### src/rtl/ecc_log_pkg.sv
package ecc_log_pkg;
  localparam int unsigned CE_BIT = 0;
  localparam int unsigned UE_BIT = 7;
  localparam int unsigned STAT_W = 16;

  localparam logic [4:0] OFF_STAT = 5'h00;
  localparam logic [4:0] OFF_ADDR = 5'h04;
  localparam logic [4:0] OFF_SYN  = 5'h08;
  localparam logic [4:0] OFF_CHAN = 5'h0C;

  typedef enum logic [2:0] {
    SEL_NONE, SEL_STAT, SEL_ADDR, SEL_SYN, SEL_CHAN
  } reg_sel_e;
endpackage

### src/rtl/ecc_log_core.sv
module ecc_log_core #(
  parameter int unsigned BLK_W = 20,
  parameter int unsigned SYN_W = 8
) (
  input  logic             clk_i,
  input  logic             rst_ni,
  input  logic             ce_i,
  input  logic             ue_i,
  input  logic [BLK_W-1:0] blk_i,
  input  logic [SYN_W-1:0] syn_i,
  input  logic             chan_i,
  input  logic             clr_ce_i,
  input  logic             clr_ue_i,
  output logic             ce_q_o,
  output logic             ue_q_o,
  output logic [BLK_W-1:0] blk_o,
  output logic [SYN_W-1:0] syn_o,
  output logic             chan_o
);
  logic             ce_q, ue_q, chan_q;
  logic [BLK_W-1:0] blk_q;
  logic [SYN_W-1:0] syn_q;
  logic             load_ue, load_ce, load;

  // UE may replace a CE record; CE only loads into an empty log
  assign load_ue = ue_i & ~ue_q;
  assign load_ce = ce_i & ~ce_q & ~ue_q & ~ue_i;
  assign load    = load_ue | load_ce;

  always_ff @(posedge clk_i or negedge rst_ni) begin
    if (!rst_ni) begin
      ce_q   <= 1'b0;
      ue_q   <= 1'b0;
      blk_q  <= '0;
      syn_q  <= '0;
      chan_q <= 1'b0;
    end else begin
      ce_q <= ce_i | (ce_q & ~clr_ce_i);
      ue_q <= ue_i | (ue_q & ~clr_ue_i);
      if (load) begin
        blk_q  <= blk_i;
        syn_q  <= syn_i;
        chan_q <= chan_i;
      end
    end
  end

  assign ce_q_o = ce_q;
  assign ue_q_o = ue_q;
  assign blk_o  = blk_q;
  assign syn_o  = syn_q;
  assign chan_o = chan_q;


  ce_set_chk: assert property (@(posedge clk_i) disable iff (!rst_ni)
    ce_i |=> ce_q_o);

  ue_set_chk: assert property (@(posedge clk_i) disable iff (!rst_ni)
    ue_i |=> ue_q_o);

  ce_clr_chk: assert property (@(posedge clk_i) disable iff (!rst_ni)
    (clr_ce_i && !ce_i) |=> !ce_q_o);

  ue_clr_chk: assert property (@(posedge clk_i) disable iff (!rst_ni)
    (clr_ue_i && !ue_i) |=> !ue_q_o);

  ue_hold_chk: assert property (@(posedge clk_i) disable iff (!rst_ni)
    ue_q_o |=> ($stable(blk_o) && $stable(syn_o) && $stable(chan_o)));

  ue_take_chk: assert property (@(posedge clk_i) disable iff (!rst_ni)
    (ue_i && !ue_q_o) |=> (blk_o == $past(blk_i) && syn_o == $past(syn_i)));

  race_chk: assert property (@(posedge clk_i) disable iff (!rst_ni)
    (ce_i && clr_ce_i) |=> ce_q_o);
endmodule

### src/rtl/ecc_log_regif.sv
module ecc_log_regif
  import ecc_log_pkg::*;
#(
  parameter int unsigned PA_W    = 32,
  parameter int unsigned BLK_LSB = 12,
  parameter int unsigned SYN_W   = 8,
  parameter int unsigned OFF_W   = 5,
  parameter int unsigned DATA_W  = 32,
  localparam int unsigned BLK_W  = PA_W - BLK_LSB
) (
  input  logic              clk_i,
  input  logic              rst_ni,
  input  logic [OFF_W-1:0]  reg_addr_i,
  input  logic              reg_wr_i,
  input  logic [DATA_W-1:0] reg_wdata_i,
  input  logic              ce_q_i,
  input  logic              ue_q_i,
  input  logic [BLK_W-1:0]  blk_i,
  input  logic [SYN_W-1:0]  syn_i,
  input  logic              chan_i,
  output logic              clr_ce_o,
  output logic              clr_ue_o,
  output logic [DATA_W-1:0] reg_rdata_o
);
  reg_sel_e          sel;
  logic [STAT_W-1:0] stat;
  logic              wr_stat;

  always_comb begin
    sel = SEL_NONE;
    if      (reg_addr_i == OFF_STAT[OFF_W-1:0]) sel = SEL_STAT;
    else if (reg_addr_i == OFF_ADDR[OFF_W-1:0]) sel = SEL_ADDR;
    else if (reg_addr_i == OFF_SYN[OFF_W-1:0])  sel = SEL_SYN;
    else if (reg_addr_i == OFF_CHAN[OFF_W-1:0]) sel = SEL_CHAN;
  end

  always_comb begin
    stat         = '0;
    stat[CE_BIT] = ce_q_i;
    stat[UE_BIT] = ue_q_i;
  end

  assign wr_stat  = reg_wr_i && (sel == SEL_STAT);
  assign clr_ce_o = wr_stat & reg_wdata_i[CE_BIT];
  assign clr_ue_o = wr_stat & reg_wdata_i[UE_BIT];

  always_comb begin
    reg_rdata_o = '0;
    unique case (sel)
      SEL_STAT: reg_rdata_o[STAT_W-1:0]  = stat;
      SEL_ADDR: reg_rdata_o[PA_W-1:0]    = {blk_i, {BLK_LSB{1'b0}}};
      SEL_SYN:  reg_rdata_o[SYN_W-1:0]   = syn_i;
      SEL_CHAN: reg_rdata_o[0]           = chan_i;
      default:  reg_rdata_o              = '0;
    endcase
  end


  addr_low_chk: assert property (@(posedge clk_i) disable iff (!rst_ni)
    (reg_addr_i == OFF_ADDR[OFF_W-1:0]) |-> (reg_rdata_o[BLK_LSB-1:0] == '0));

  unmapped_chk: assert property (@(posedge clk_i) disable iff (!rst_ni)
    (reg_addr_i[1:0] != 2'b00 || reg_addr_i > OFF_CHAN[OFF_W-1:0])
      |-> (reg_rdata_o == '0 && !clr_ce_o && !clr_ue_o));
endmodule

### src/rtl/ecc_err_log.sv
module ecc_err_log #(
  parameter int unsigned PA_W    = 32,
  parameter int unsigned BLK_LSB = 12,
  parameter int unsigned SYN_W   = 8,
  parameter int unsigned OFF_W   = 5,
  parameter int unsigned DATA_W  = 32
) (
  input  logic              clk_i,
  input  logic              rst_ni,
  input  logic              ce_i,
  input  logic              ue_i,
  input  logic [PA_W-1:0]   err_addr_i,
  input  logic [SYN_W-1:0]  err_syn_i,
  input  logic              err_chan_i,
  input  logic [OFF_W-1:0]  reg_addr_i,
  input  logic              reg_wr_i,
  input  logic [DATA_W-1:0] reg_wdata_i,
  output logic [DATA_W-1:0] reg_rdata_o
);
  localparam int unsigned BLK_W = PA_W - BLK_LSB;

  logic             ce_q, ue_q, chan_q, clr_ce, clr_ue;
  logic [BLK_W-1:0] blk_q;
  logic [SYN_W-1:0] syn_q;
  logic             unused_low;

  assign unused_low = ^err_addr_i[BLK_LSB-1:0];

  ecc_log_core #(.BLK_W(BLK_W), .SYN_W(SYN_W)) u_core (
    .clk_i   (clk_i),
    .rst_ni  (rst_ni),
    .ce_i    (ce_i),
    .ue_i    (ue_i),
    .blk_i   (err_addr_i[PA_W-1:BLK_LSB]),
    .syn_i   (err_syn_i),
    .chan_i  (err_chan_i),
    .clr_ce_i(clr_ce),
    .clr_ue_i(clr_ue),
    .ce_q_o  (ce_q),
    .ue_q_o  (ue_q),
    .blk_o   (blk_q),
    .syn_o   (syn_q),
    .chan_o  (chan_q)
  );

  ecc_log_regif #(
    .PA_W(PA_W), .BLK_LSB(BLK_LSB), .SYN_W(SYN_W), .OFF_W(OFF_W), .DATA_W(DATA_W)
  ) u_regif (
    .clk_i      (clk_i),
    .rst_ni     (rst_ni),
    .reg_addr_i (reg_addr_i),
    .reg_wr_i   (reg_wr_i),
    .reg_wdata_i(reg_wdata_i),
    .ce_q_i     (ce_q),
    .ue_q_i     (ue_q),
    .blk_i      (blk_q),
    .syn_i      (syn_q),
    .chan_i     (chan_q),
    .clr_ce_o   (clr_ce),
    .clr_ue_o   (clr_ue),
    .reg_rdata_o(reg_rdata_o)
  );
endmodule

### config.mk
export PLATFORM = sky130hd
export DESIGN_NAME = ecc_err_log
export DESIGN_NICKNAME = d
export VERILOG_FILES = /design/src/rtl/ecc_log_pkg.sv /design/src/rtl/ecc_log_core.sv /design/src/rtl/ecc_log_regif.sv /design/src/rtl/ecc_err_log.sv
export SDC_FILE = /design/constraint.sdc
export NUM_CORES = 1
export LEC_CHECK = 0
export BUFFER_PORTS_ARGS = -buffer_cell sky130_fd_sc_hd__buf_2
export CORE_ASPECT_RATIO = 1.25
export CORE_MARGIN = 1
export CORE_UTILIZATION = 40
export CTS_BUF_LIST = sky130_fd_sc_hd__clkbuf_8
export CTS_CLUSTER_SIZE = 30
export DETAILED_ROUTE_END_ITERATION = 7
export PLACE_DENSITY = 0.81
export SYNTH_ARGS = -nofsm -noshare
export SYNTH_HDL_FRONTEND = slang
export SYNTH_SLANG_ARGS = --single-unit
### constraint.sdc
create_clock -name clk_i -period 4.65 [get_ports clk_i]
set_clock_uncertainty 0.05 [all_clocks]
set_input_delay 0 -clock clk_i [delete_from_list [all_inputs] [get_ports clk_i]]
set_output_delay 0 -clock clk_i [all_outputs]
set_load 0.1 [all_outputs]
==> qor.txt <==
status -> completed
Die Width -> 56.0 um
worst hold slack -> 252 ps
crit path DAT -> 2010 ps
final WL -> 3370 um
Worst Path Max Fanout -> 20
post-route ant nets -> 0
DRC -> 0
gpl congestion -> 0.681
Port Buf Inserts -> 68
Fin. Hold Viols -> 0
clock slew at reported path FFs -> 70 ps
TNS Setup -> 0 ps
initial antenna violation count -> 0
pwr/cell area -> 288 nW/um^2
Core ar. -> 3480 sq um
total gr overflow -> 0
worst slew pin tran -> 993 ps
reg-to-reg endpoint -> u_core.blk_o[6]
Die Span Y -> 69.6 um
cell mode on critical path -> buf_2
largest net degree at the start of global routing -> 32
CTS tree -> yes
DRT iter0 DRCs -> 42
Tcrit/Tclk final -> 44.3%
CTS sink cnt -> 31
DR pass1 iterations -> 4
worst skew pair latency -> 280 ps
CP required -> 4600 ps
worst vdd ir -> 0.248 mV
Die Area -> 3900 sq um
slowest CP cell -> nor3b_2
Hold Crit Class -> in2async
critical-path cell list -> buf_2, or3_4, nor3b_2, and2_1, buf_2
gr usage total -> 19.0%
via/cell ratio -> 4.65
Avg Inst Size Synth -> 12.8 sq um
Slew headroom -> 33.5%
Synth warnings -> 0
hold_buf cts -> 34
Yosys reg bits -> 31
RR Startpoint -> u_core.ce_q_o
total power -> 643 uW
Seq/Total Area, Yosys -> 53.1%
reg-to-reg slack, setup -> 2750 ps
Num CTS Buffers -> 5
final critical-path required period -> 2060 ps
CTS resizes -> 0
cell leakage power -> 1.11 nW
max-cap violation count -> 0
first-pass GRT wire length -> 5650 um
Routed WL per cell -> 13.1 um
Peak Freq -> 0.486 GHz
Synth Instances -> 114
Worst Setup End Kind -> output port
Initial Utilization -> 41.9%
vias -> 1,195
synth unique cells -> 20
RSZ-0062 raised after global routing -> no
CP Class -> in2out
setup violators final -> 0
dpl cells -> 215
diodes inserted -> 0
Root Driver -> clkbuf_8
# nets final -> 300
Post-CTS Setup Inserts -> 0
non-filler cells, final -> 257
Cell Area, Synth -> 1460 sq um
Clock Path Buffers -> 2
htree depth -> 2
share of cells above drive strength 1 -> 35.8%
vias in the first global route -> 1,297
io pins -> 115
FP Rows -> 24
Max Slew Vio Count -> 0
R2R cell count -> 3
CP max stage delay -> 810 ps
area delta synth->final -> 52.7%
CP Launch Type -> input pin
[per-stage QoR]
| step | instance area, sq um | setup WS [ps] | utilization [%] |
|---|---|---|---|
| after floorplan | 1470 | 1840 | - |
| after global placement | 1810 | 2560 | 51.9 |
| after detailed placement | 1810 | 2550 | 51.9 |
| after CTS | 2230 | 2560 | 64.0 |
| after global routing | 2230 | 2440 | 64.0 |
| final | 2230 | 2590 | 64.0 |
[layer usage]
layer | GRT usage, % | up-vias | wire length (um)
met4 | 7.32 | 0 | 58
met5 | 0 | - | 0
li1 | - | 580 | -
met1 | 20.3 | 560 | 1340
met3 | 4.48 | 6 | 177
met2 | 35.3 | 49 | 1790
[Yosys cell counts]
cell type | number | area [sq um]
a211oi_1 | 2 | 15.0
a21o_1 | 2 | 15.0
a21oi_1 | 1 | 5.00
and2_1 | 26 | 163
buf_2 | 3 | 15.0
buf_4 | 5 | 37.5
buf_6 | 1 | 11.3
conb_1 | 1 | 3.75
dfrtp_1 | 31 | 776
inv_1 | 1 | 3.75
mux2_1 | 29 | 327
mux2i_1 | 1 | 10.0
nand2_1 | 1 | 3.75
nand2b_1 | 1 | 6.26
nand4_1 | 2 | 12.5
nor2_1 | 1 | 3.75
nor2b_1 | 1 | 6.26
nor3_1 | 2 | 10.0
nor3b_2 | 2 | 25.0
or3_4 | 1 | 11.3
[power breakdown]
group          internal [mW]  switching [mW]
Sequential             0.310          0.0165
Clock                  0.100          0.0936
Combinational         0.0559          0.0665
[worst max-delay path, delay by kind of cell]
kind | cells | cell delay (ps)
AND/OR/NAND/NOR | 3 | 1470
buffers and inverters | 2 | 530
[cell families after synthesis]
logic type / share of synthesized area [%]
AND/OR/NAND/NOR: 16.5
flip-flops: 53.1
other: 0.257
AO/OA/AOI/OAI: 2.40
multiplexers: 23.1
buffers and inverters: 4.63
[final cells by class]
class,instances,area (sq um)
fill,293,1250
sequential,31,776
timing repair buffer,102,681
multi-input combinational,76,639
clock buffer,5,68.8
tap,39,48.8
clock inverter,3,12.5
inverter,1,3.75
[layout by cell type (no fill, tap or decap), types with 2 or more instances in the layout]
cell           count
buf_2             68
dfrtp_1           31
nand4_1            2
conb_1             4
a211oi_1           2
nor3b_2            2
inv_1              3
and2_1            26
dlygate4sd3_1     34
mux2_1            29
clkbuf_8           5
a21o_1             2
nor3_1             2
[flip-flops by register name, indices dropped and copies added (netlist names)]
name	flops
u_core.syn_o	8
u_core.blk_o	20
u_core.ce_q_o	1
u_core.ue_q_o	1
u_core.chan_o	1
[how the worst max path moves through the flow]
stage | start | endpoint | slack (ps) | depth (start not counted)
2_1_floorplan | u_core.ce_q_o | reg_rdata_o[0] | 1840 | 3
3_3_place_gp | reg_addr_i[4] | reg_rdata_o[28] | 2560 | 5
3_5_place_dp | reg_addr_i[4] | reg_rdata_o[30] | 2550 | 5
4_1_cts | reg_addr_i[4] | reg_rdata_o[30] | 2560 | 5
5_1_grt | reg_addr_i[4] | reg_rdata_o[17] | 2440 | 5
6_report | reg_addr_i[4] | reg_rdata_o[17] | 2590 | 5
(Power assumes the default switching activity.)
